===== src/rtl/gpio_pkg.sv =====
// Shared register-select encoding for the I/O port.
package gpio_pkg;
    typedef enum logic [2:0] {
        SEL_DIR  = 3'd0,
        SEL_PIN  = 3'd1,
        SEL_LAT  = 3'd2,
        SEL_OD   = 3'd3,
        SEL_PU   = 3'd4,
        SEL_DIG  = 3'd5,
        SEL_RSV6 = 3'd6,
        SEL_RSV7 = 3'd7
    } reg_sel_e;
endpackage


===== src/rtl/gpio_cfg_regs.sv =====
// Per-pin configuration registers of the port.
// Assumes: the bus writes one register per cycle. Bits outside the
// implemented, pullup-capable or analog-capable masks are held at zero.
module gpio_cfg_regs
    import gpio_pkg::*;
#(
    parameter int          WIDTH     = 16,
    parameter logic [15:0] IMPL_MASK = 16'h3FFF,
    parameter logic [15:0] PULL_MASK = 16'h00FF,
    parameter logic [15:0] ANA_MASK  = 16'h0F00
) (
    input  logic             clk,
    input  logic             rst_n,
    input  logic [2:0]       wr_sel,
    input  logic             wr_en,
    input  logic [WIDTH-1:0] wr_data,
    output logic [WIDTH-1:0] dir_q,
    output logic [WIDTH-1:0] lat_q,
    output logic [WIDTH-1:0] od_q,
    output logic [WIDTH-1:0] pu_q,
    output logic [WIDTH-1:0] dig_q
);
    localparam logic [WIDTH-1:0] IMPL = IMPL_MASK[WIDTH-1:0];
    localparam logic [WIDTH-1:0] PUOK = PULL_MASK[WIDTH-1:0] & IMPL;
    localparam logic [WIDTH-1:0] ANOK = ANA_MASK[WIDTH-1:0] & IMPL;

    // Register update: reset to inputs, analog mode, everything else cleared.
    always_ff @(posedge clk) begin
        if (!rst_n) begin
            dir_q <= IMPL;
            lat_q <= '0;
            od_q  <= '0;
            pu_q  <= '0;
            dig_q <= '0;
        end else if (wr_en) begin
            case (reg_sel_e'(wr_sel))
                SEL_DIR:          dir_q <= wr_data & IMPL;
                SEL_PIN, SEL_LAT: lat_q <= wr_data & IMPL;
                SEL_OD:           od_q  <= wr_data & IMPL;
                SEL_PU:           pu_q  <= wr_data & PUOK;
                SEL_DIG:          dig_q <= wr_data & ANOK;
                default:          ;
            endcase
        end
    end


    pin_write_loads_latch_chk: assert property (@(posedge clk) disable iff (!rst_n)
        (wr_en && reg_sel_e'(wr_sel) == SEL_PIN) |=> (lat_q == ($past(wr_data) & IMPL)));


    reserved_write_ignored_chk: assert property (@(posedge clk) disable iff (!rst_n)
        (wr_en && wr_sel[2:1] == 2'b11) |=> ($stable(dir_q) && $stable(lat_q) && $stable(dig_q)));
endmodule


===== src/rtl/gpio_sync.sv =====
// Two-flop synchronizer for the raw pad levels.
// Assumes: the pads are asynchronous to clk. The flops carry no reset,
// and their contents are valid two cycles after the clock starts.
module gpio_sync #(
    parameter int WIDTH = 16
) (
    input  logic             clk,
    input  logic             rst_n,
    input  logic [WIDTH-1:0] pin_i,
    output logic [WIDTH-1:0] pin_sync
);
    logic [WIDTH-1:0] stage1;

    // Two register stages, one per bit, made by a generate loop.
    for (genvar i = 0; i < WIDTH; i++) begin : g_bit
        always_ff @(posedge clk) begin
            stage1[i]   <= pin_i[i];
            pin_sync[i] <= stage1[i];
        end
    end


    sync_two_cycles_chk: assert property (@(posedge clk) disable iff (!rst_n)
        pin_sync == $past(pin_i, 2));
endmodule


===== src/rtl/gpio_pad_ctl.sv =====
// Pad drive logic. From the configuration of each pin it derives the value
// to drive, the driver enable and the pullup request.
// Assumes: the configuration inputs are already masked to implemented pins.
module gpio_pad_ctl #(
    parameter int          WIDTH     = 16,
    parameter logic [15:0] IMPL_MASK = 16'h3FFF
) (
    input  logic [WIDTH-1:0] dir_i,
    input  logic [WIDTH-1:0] lat_i,
    input  logic [WIDTH-1:0] od_i,
    input  logic [WIDTH-1:0] pu_i,
    input  logic [WIDTH-1:0] dig_eff_i,
    output logic [WIDTH-1:0] pad_out,
    output logic [WIDTH-1:0] pad_oe,
    output logic [WIDTH-1:0] pad_pu
);
    localparam logic [WIDTH-1:0] IMPL = IMPL_MASK[WIDTH-1:0];

    for (genvar i = 0; i < WIDTH; i++) begin : g_pin
        // Per-pin drive decision. Open-drain suppresses the high side.
        always_comb begin
            pad_out[i] = IMPL[i] & lat_i[i] & ~od_i[i];
            pad_oe[i]  = IMPL[i] & ~dir_i[i] & dig_eff_i[i] & ~(od_i[i] & lat_i[i]);
            pad_pu[i]  = IMPL[i] & pu_i[i];
        end
    end
endmodule


===== src/rtl/gpio_port16.sv =====
// Top of the 16-pin I/O port: configuration registers, pad drive logic,
// pad synchronizer and read multiplexer.
// Assumes: bus_rdata is sampled by the bus master in the same cycle that
// bus_addr is presented. Reads have no side effects.
module gpio_port16
    import gpio_pkg::*;
#(
    parameter int          WIDTH     = 16,
    parameter logic [15:0] IMPL_MASK = 16'h3FFF,
    parameter logic [15:0] PULL_MASK = 16'h00FF,
    parameter logic [15:0] ANA_MASK  = 16'h0F00
) (
    input  logic             clk,
    input  logic             rst_n,
    input  logic [2:0]       bus_addr,
    input  logic             bus_wen,
    input  logic [WIDTH-1:0] bus_wdata,
    output logic [WIDTH-1:0] bus_rdata,
    input  logic [WIDTH-1:0] pad_in,
    output logic [WIDTH-1:0] pad_out,
    output logic [WIDTH-1:0] pad_oe,
    output logic [WIDTH-1:0] pad_pu
);
    localparam logic [WIDTH-1:0] IMPL = IMPL_MASK[WIDTH-1:0];
    localparam logic [WIDTH-1:0] ANOK = ANA_MASK[WIDTH-1:0] & IMPL;

    logic [WIDTH-1:0] dir_q, lat_q, od_q, pu_q, dig_q;
    logic [WIDTH-1:0] dig_eff, pin_sync, pin_view;

    gpio_cfg_regs #(
        .WIDTH(WIDTH), .IMPL_MASK(IMPL_MASK),
        .PULL_MASK(PULL_MASK), .ANA_MASK(ANA_MASK)
    ) u_cfg (
        .clk(clk), .rst_n(rst_n), .wr_sel(bus_addr), .wr_en(bus_wen),
        .wr_data(bus_wdata), .dir_q(dir_q), .lat_q(lat_q), .od_q(od_q),
        .pu_q(pu_q), .dig_q(dig_q)
    );

    // Pins without an analog function are always digital.
    always_comb dig_eff = dig_q | ~ANOK;

    gpio_pad_ctl #(.WIDTH(WIDTH), .IMPL_MASK(IMPL_MASK)) u_pad (
        .dir_i(dir_q), .lat_i(lat_q), .od_i(od_q), .pu_i(pu_q),
        .dig_eff_i(dig_eff), .pad_out(pad_out), .pad_oe(pad_oe), .pad_pu(pad_pu)
    );

    gpio_sync #(.WIDTH(WIDTH)) u_sync (
        .clk(clk), .rst_n(rst_n), .pin_i(pad_in), .pin_sync(pin_sync)
    );

    // Digital pin view: unimplemented and analog-mode pins read as zero.
    always_comb pin_view = pin_sync & IMPL & dig_eff;

    // Read multiplexer keyed by the register select.
    always_comb begin
        case (reg_sel_e'(bus_addr))
            SEL_DIR: bus_rdata = dir_q;
            SEL_PIN: bus_rdata = pin_view;
            SEL_LAT: bus_rdata = lat_q;
            SEL_OD:  bus_rdata = od_q;
            SEL_PU:  bus_rdata = pu_q;
            SEL_DIG: bus_rdata = dig_q;
            default: bus_rdata = '0;
        endcase
    end


    oe_only_on_outputs_chk: assert property (@(posedge clk) disable iff (!rst_n)
        (pad_oe & dir_q) == '0);


    od_drives_only_low_chk: assert property (@(posedge clk) disable iff (!rst_n)
        ((pad_oe & od_q & lat_q) == '0) && ((pad_out & od_q) == '0));


    pullup_masked_chk: assert property (@(posedge clk) disable iff (!rst_n)
        (pad_pu & ~(PULL_MASK[WIDTH-1:0] & IMPL)) == '0);


    analog_pin_quiet_chk: assert property (@(posedge clk) disable iff (!rst_n)
        (((pad_oe | pin_view) & ANOK & ~dig_q) == '0));


    unimpl_pins_idle_chk: assert property (@(posedge clk) disable iff (!rst_n)
        ((pad_oe | pad_out | bus_rdata) & ~IMPL) == '0);
endmodule


===== config.mk =====
export PLATFORM = sky130hd
export DESIGN_NAME = gpio_port16
export DESIGN_NICKNAME = d
export VERILOG_FILES = /design/src/rtl/gpio_pkg.sv /design/src/rtl/gpio_cfg_regs.sv /design/src/rtl/gpio_sync.sv /design/src/rtl/gpio_pad_ctl.sv /design/src/rtl/gpio_port16.sv
export SDC_FILE = /design/constraint.sdc
export NUM_CORES = 1
export LEC_CHECK = 0
export ABC_AREA = 1
export BUFFER_PORTS_ARGS = -buffer_cell sky130_fd_sc_hd__buf_2
export CORE_MARGIN = 4
export CORE_UTILIZATION = 45
export CTS_CLUSTER_DIAMETER = 100
export DETAILED_ROUTE_END_ITERATION = 6
export MAX_ROUTING_LAYER = met4
export PLACE_DENSITY = 0.78
export SLEW_MARGIN = 20
export SYNTH_ARGS = -nofsm -noshare
export SYNTH_HDL_FRONTEND = slang
export SYNTH_SLANG_ARGS = --single-unit

===== constraint.sdc =====
create_clock -name clk -period 1.3 [get_ports clk]
set_input_delay 0.065 -clock clk [delete_from_list [all_inputs] [get_ports clk]]
set_output_delay 0.065 -clock clk [all_outputs]
set_load 0.02 [all_outputs]

Word-level counts from Yosys, hierarchy flattened. Index checks and enable logic that the tools add are counted.

Register bits: 82. Input bits: 38. Output and inout port bits: 64. Logic and storage cells: 135.

Eq/ne operators: 5. Mux-type cells: 1. Bitwise gates (word level): 89. Reductions and logical operators: 7.

Operators by type and width (number): $pmux 16 s6 (1); $and 1x1->1 (46); $not 1->1 (42); $and 14x16->16 (1); $reduce_and 2->1 (5); $eq 3x2->1 const B (2); $eq 3x3->1 const B (2); $eq 3x1->1 const B (1); $logic_not 3->1 (1); $reduce_or 2->1 (1).

Logic depth before layout (Yosys ltp). Gate-level depths: netlist of run 1.

Depth in word-level cells: 3. Gate-level depth with buffers: 9. Mapped depth without buffers: 7.

Cells and area by module. From an unflattened synthesis of run 1, not the netlist that was laid out.

Cells, all modules: 697. Area total of the unflattened synthesis: 4579.4 um2.

Modules (own cells, without submodules): gpio_cfg_regs (times used 1, cells each 317, area an instance 2356.0 um2); gpio_port16 (times used 1, cells each 229, area an instance 1061.0 um2); gpio_sync (times used 1, cells each 32, area an instance 640.6 um2); gpio_pad_ctl (times used 1, cells each 119, area an instance 521.8 um2).

Least setup slack after synthesis of run 1. No wires, ideal clock.

Kind: input to output. Start: input port bus_addr[1]. End: output port bus_rdata[4]. Arrival: 0.975 ns. Path slack: 0.260 ns. Stages on the path: 9. Path through: buf_6 nor2_1 nand2_2 inv_1 buf_4 nand2_1 nand2_1 inv_1 nand3_1.

Longest elaborated chain between the ends: 2. Elaborated cells on any way between the ends: 7. Those cells by class: eq/ne: 5; mux: 1; reduce/logical: 1.

RTL lines: start: declaration (RTL line gpio_port16.sv:15) `input logic [2:0] bus_addr,`; $eq 3x3->1, or another cell as far along (RTL line gpio_port16.sv:56) `case (reg_sel_e'(bus_addr))`; $pmux 16 s6 (*) (RTL line gpio_port16.sv:56); end: declaration (RTL line gpio_port16.sv:18) `output logic [WIDTH-1:0] bus_rdata,`.

Every way passes the cells marked *; elsewhere a longest branch is shown, timed or not.

Final worst setup path of run 1.
Start: register u_cfg.od_q[5]. End: output port bus_rdata[5].

Longest elaborated chain between the ends: 1.

RTL lines: start: declaration (RTL line gpio_cfg_regs.sv:19) `output logic [WIDTH-1:0] od_q,`; start signal: assignment (RTL line gpio_cfg_regs.sv:39) `SEL_OD: od_q <= wr_data & IMPL;`; $pmux 16 s6 (RTL line gpio_port16.sv:56).

Every way passes these cells.

==> results of run 1 <==
-- cells in the mapped netlist (all sizes together) --
| cell type | number | share of area |
|---|---|---|
| a21oi | 51 | 0.075 |
| buf | 27 | 0.058 |
| clkbuf | 6 | 0.0066 |
| clkinv | 1 | 0.0011 |
| conb | 1 | 0.0011 |
| dfxtp | 82 | 0.48 |
| inv | 59 | 0.065 |
| nand2 | 87 | 0.097 |
| nand3 | 45 | 0.069 |
| nand4 | 3 | 0.0074 |
| nor2 | 73 | 0.083 |
| o211ai | 4 | 0.0088 |
| o21ai | 30 | 0.044 |
-- power breakdown --
group	switching, mW	total [mW]	internal (mW)
registers	0.0689	2.70	2.63
clock network	0.900	1.89	0.990
logic	0.455	0.760	0.305
total	1.42	5.35	3.92
-- state kept, by name, summed over array words and instances, names as in the netlist --
register	count
u_cfg.dig_q	4
u_cfg.dir_q	14
u_cfg.lat_q	14
u_cfg.od_q	14
u_cfg.pu_q	8
u_sync.pin_sync	14
u_sync.stage1	14
-- worst max-delay path: cells and delay by family, from the launching register on --
family                 cells  cell delay, ps
buffers and inverters      2             200
and+or+nand+nor            2             180
DFF                        1             340
AOI/OAI and AO/OA          1             160
-- through the flow --
stage	instance area, um^2	instances	TNS [ps]	hold slack (ps)	util
6_report	4500	694	0	124	0.617
5_1_grt	4500	694	-85.4	146	0.617
4_1_cts	4390	691	0	116	0.602
2_1_floorplan	3450	482	0	92.7	-
3_3_place_gp	3900	647	0	167	0.535
3_5_place_dp	3900	647	0	169	0.535
-- cells by family (layout without fill, tap and decap cells) --
kind of cell | Yosys count | after routing | share of synthesized area
DFF | 82 | 82 | 0.483
buffers and inverters | 93 | 206 | 0.131
and+or+nand+nor | 208 | 208 | 0.257
other | 1 | 14 | 0.00110
AOI/OAI and AO/OA | 85 | 85 | 0.128
-- how the worst max path moves through the flow --
| stage | end | from |
|---|---|---|
| floorplan | bus_rdata[4] | bus_addr[1] |
| global route | bus_rdata[5] | u_cfg.od_q[5] |
| finish | bus_rdata[5] | u_cfg.od_q[5] |
| detailed placement | bus_rdata[7] | bus_addr[1] |
| CTS | bus_rdata[6] | u_cfg.od_q[6] |
| global placement | bus_rdata[7] | bus_addr[1] |
-- per-layer routing --
layer / vias to the layer above / track usage / share of wire
met1: 1486 / 0.260 / 0.42
met4: 0 / 0.0769 / 0.015
met2: 148 / 0.344 / 0.49
met3: 11 / 0.0351 / 0.079
li1: 1693 / - / -
met5: - / - / 0
-- repair_timing --
| action | 4_1_cts | 5_1_grt |
|---|---|---|
| endpoints found under the setup margin | 1 | 12 |
| hold buffers | 28 | 0 |
| setup buffers | 0 | 3 |
| gates resized for setup | 1 | 46 |
| endpoints found under the hold margin | 33 | 0 |
| pin swaps | 1 | 13 |
-- area by class of cell --
cell class	instances	area, um^2	area share
Multi-Input combinational cell	307	1370	0.305
Clock buffer	12	155	0.0345
Timing Repair Buffer	130	918	0.204
Sequential cell	82	1660	0.368
Tap cell	99	124	0.0275
Inverter	60	225	0.0500
Clock inverter	4	50.0	0.0111
==> results.md, run 1 <==
* DP Worst Slack at 58.9 ps
* Peak Freq at between 0.7 and 0.8 GHz
* Worst-path fanout max at 3
* CP max stage cell: dfxtp_2
* CP Capture Type: primary output
* Most frequent cells in the layout: nand2_1, buf_2, dfxtp_1, nor2_1, a21oi_1
* Yosys reg bits at around 80
* Overall routing resource usage at 0.210
* I/O pin cnt at slightly above 100
* Unrepaired setup endpoints after global routing: true
* Synth Area per Inst at 7.25 um^2
* P per Cell Area at between 1000 and 1500 nW/um^2
* Hold Violations, Final at 0
* Largest net degree at the start of global routing at 55
* Grt total ovfl at 0
* Vias in the first global route at between 3000 and 4000
* Cell count of the worst reg-to-reg path at 2
* Final min period at ~1300 ps
* Crit path cell chain: inv_2, nor2_1, a21oi_1, nand3_1, buf_6
* Worst EP required at ~1200 ps
* Starting density of the core at 0.467
* Max Root-Sink Buffers at 2
* Row Count at 31
* Root buf cell: clkbuf_8
* First-pass GRT wire length at approximately 14000 um
* Status: finished, final reports clean
* Sequential share of the synthesized area at 0.483
* Worst min path class: primary input to register
* Clk_skew at about 5.1 ps
* Max-Cap Viols at 0
* Crit Path Class: register to primary output
* Via count at 3338
* TritonRoute pass-1 iters at 4
* Core Area at 7290 um^2
* CP Launch Type: register
* Worst EP arrival at between 1000 and 1500 ps
* Final setup fails at 0
* Clk Latency, worst-skew pair at roughly 350 ps
* Ys Warns at 0
* Mapped cell area at 3400 um^2
* WL final at 8890 um
* Die area at 9020 um^2
* Worst Hold End: u_cfg.lat_q[0]
* Die width at roughly 95 um
* Die height at ~95 um
* Clock Sink Count at approximately 80
* Worst R2R Start: u_cfg.pu_q[6]
* Yosys cell types at 22
* Share of layout cells above drive strength 1 at 0.259
* Maximum vdd drop at about 0.80 mV
* LEAKAGE at 2.23 nW
* Clk slew on worst S/H paths at about 80 ps
* R2R Setup Slk at around 610 ps
* Total chip power at around 5.3 mW
* Average routed wire per standard cell at 12.8 um
* Fin worst setup slack at roughly 7.0 ps
* Nets at around 630
* Initial DRC count at about 200
* H-tree levels at 3
* Via density at roughly 4.8
* WHS Path Cells at 3
* Part of the cycle the worst path needs at 0.995
* Max incr delay on CP at roughly 340 ps
* CTS tree: yes
* Post-route ant nets at 0
* P&R area growth vs syn at 32.3%
* Cells after Synth at ~470
* Reg-to-reg endpoint: u_cfg.pu_q[6]
* Min-delay src: bus_wen
* Fillers at around 650
* Port Buffer Count at 83
* DP HPWL at between 6000 and 7000 um
* Initial antenna violation count at 0
* Total CTS buffers at 9
* Ant. Diodes at 0
* Commonest non-fill, non-tap cell in the layout: nand2_1
* Fin. max-slew vios at 0
* GPL Wtd Cong at around 0.8
* DRC viols at 0
(Power assumes the default switching activity.)
==> run 2: changes to the inputs <==
--- a/config.mk
+++ b/config.mk
@@ -12,8 +12,8 @@
 export CTS_CLUSTER_DIAMETER = 100
 export DETAILED_ROUTE_END_ITERATION = 6
 export MAX_ROUTING_LAYER = met4
-export PLACE_DENSITY = 0.78
-export SLEW_MARGIN = 20
+export PLACE_DENSITY = 0.81
+export RECOVER_POWER = 50
 export SYNTH_ARGS = -nofsm -noshare
 export SYNTH_HDL_FRONTEND = slang
 export SYNTH_SLANG_ARGS = --single-unit
==> constraint.sdc (replaced) <==
create_clock -name clk -period 1.1 [get_ports clk]
set_input_delay 0.055 -clock clk [delete_from_list [all_inputs] [get_ports clk]]
set_output_delay 0.055 -clock clk [all_outputs]
set_load 0.02 [all_outputs]
==> run 2 against run 1 <==
The flow now finishes with violations (setup timing). Global-route usage up 2.2 points. Final cell count up 3.9%. Register-to-register slack worse by 600 ps. Sequential power up 19%. Clock power up 17%. Largest power group unchanged. Highest routed layer unchanged.
==> results.md, run 2 (synthesized netlist as in run 1, its figures left out) <==
* Largest net degree at the start of global routing at 55 (unchanged)
* P per Cell Area at 1270 nW/um^2 (+7.0%)
* Final setup TNS at -1950 ps (-1950 ps)
* CP Launch Type: register
* Ant. Diodes at 0 (unchanged)
* Unrepaired setup endpoints after global routing: true
* Worst EP arrival at 1220 ps (about the same)
* P&R area growth vs syn at 50.9%
* Part of the cycle the worst path needs at 1.16
* Maximum vdd drop at 0.982 mV (+23%)
* Initial DRC count at 198 (-0.50%)
* Hold Violations, Final at 0 (unchanged)
* Pint at 4.75 mW (+21%)
* Crit Path Class: register to primary output
* CTS tree: yes
* Share of layout cells above drive strength 1 at 0.379 (+0.121)
* Fillers at 569 (-12%)
* DRC viols at 0 (unchanged)
* GPL Wtd Cong at 0.819 (+0.71%)
* Post-route ant nets at 0 (unchanged)
* H-tree levels at 3 (unchanged)
* Sequential cell area at 1710 um^2 (+3.0%)
* Initial antenna violation count at 0 (unchanged)
* Worst-path fanout max at 3 (unchanged)
* Row Count at 31 (unchanged)
* Switch Pwr at 1.78 mW (+25%)
* Core Area at 7290 um^2 (unchanged)
* Worst EP required at 1040 ps (-200 ps)
* Clk slew on worst S/H paths at 80 ps (about the same)
* Max Root-Sink Buffers at 2 (unchanged)
* Fin worst setup slack at -179 ps (-186 ps)
* Logic pwr share at 0.168 (+0.026)
* Die width at 95.0 um (unchanged)
* Die area at 9020 um^2 (unchanged)
* Vias in the first global route at 3413 (+12%)
* Nets at 655 (+4.3%)
* Status: finished with violations
* Fin. max-slew vios at 0 (unchanged)
* Sequential share of power at 0.492 (-0.012)
* Starting density of the core at 0.467 (unchanged)
* First-pass GRT wire length at 15800 um (+11%)
* WL final at 10400 um (+17%)
* Worst min path class: primary input to register
* Sw Share at 0.272 (+0.00604)
* Final min period at 1280 ps
* Final setup fails at 28 (+28)
* Most frequent cells in the layout: nand2_1, nor2_1, dfxtp_1, buf_4, nand3_1
* Via count at 3614 (+8.3%)
* Max-Cap Viols at 0 (unchanged)
* Total CTS buffers at 9 (unchanged)
* Port Buffer Count at 83 (unchanged)
* LEAKAGE at 2.37 nW (+6.3%)
* TritonRoute pass-1 iters at 5 (+1)
* DP HPWL at 6310 um (+4.7%)
* Clk_skew at 2.02 ps (-3.05 ps)
* Total chip power at 6.53 mW (+22%)
* Commonest non-fill, non-tap cell in the layout: nand2_1
* Die height at 95.0 um (unchanged)
* Peak Freq at around 0.78 GHz
* I/O pin cnt at 102 (unchanged)
* Average routed wire per standard cell at 14.4 um (+12%)
* Root buf cell: clkbuf_8
* Grt total ovfl at 0 (unchanged)
* Via density at 5.01 (+4.2%)
* Clock share of power at 0.340 (-0.014)
* Overall routing resource usage at 0.232 (+0.0221)
* Clk Latency, worst-skew pair at 350 ps (about the same)
* CP Capture Type: primary output
* Failing checks: setup timing
* Multi-input gate area at 1550 um^2 (+13%)
* Clock Sink Count at 82 (unchanged)
## run 2: repair_timing
item	in CTS	in global routing
gates resized for setup	115	82
pin swaps	23	25
endpoints found under the hold margin	36	0
hold buffers	28	0
endpoints found under the setup margin	34	41
cloned	0	0
buffers inserted	19	9
## run 2: routing by layer
metal,vias to the layer above,routed length [um],global-route usage
met4,0,322,0.101
met2,188,5300,0.400
met5,-,0,-
met1,1639,4000,0.269
met3,38,766,0.0303
li1,1749,-,-
## run 2: critical path: stages (launching register included)
cell	delay [ps]
dfxtp_1	410
nand2_1	100
nand2_1	100
inv_1	50
nand3_1	90
buf_6	120
## run 2: layout make-up
class	count	share of cell area
clock inverter	5	0.0102
inverter	60	0.0448
timing repair buffer	157	0.257
tap	99	0.0241
multi-input combinational	307	0.303
sequential	82	0.332
clock buffer	11	0.0295
## run 2: path summary, 6_finish.rpt
kind | startpoint | end | slack [ps] | cells after the start
worst max-delay path | u_cfg.dir_q[3] | bus_rdata[3] | -180 | 5
worst min-delay path | bus_wen | u_cfg.lat_q[0] | 110 | 3
worst max register to register | u_cfg.od_q[5] | u_cfg.od_q[5] | 10 | 6
worst min register to register | u_sync.stage1[9] | u_sync.pin_sync[9] | 330 | 0
## run 2: power by group through the flow
stage          Clock [mW]  Sequential (mW)  Combinational [mW]
2_1_floorplan           0             3.24               0.524
3_3_place_gp            0             3.25               0.779
3_5_place_dp            0             3.25               0.800
4_1_cts              2.26             3.20                1.01
5_1_grt              2.40             3.23                1.19
6_report             2.22             3.21                1.10
## run 2: through the flow
stage / std cells / util / hold WS (ps) / area, um^2 / worst slack [ps]
finish: 721 / 0.704 / 105 / 5130 / -179
global placement: 651 / 0.546 / 157 / 3980 / -13.4
global route: 721 / 0.704 / 126 / 5130 / -238
detailed placement: 651 / 0.546 / 160 / 3980 / -75.4
floorplan: 482 / - / 82.7 / 3450 / 80.1
CTS: 714 / 0.667 / 94.4 / 4870 / -123
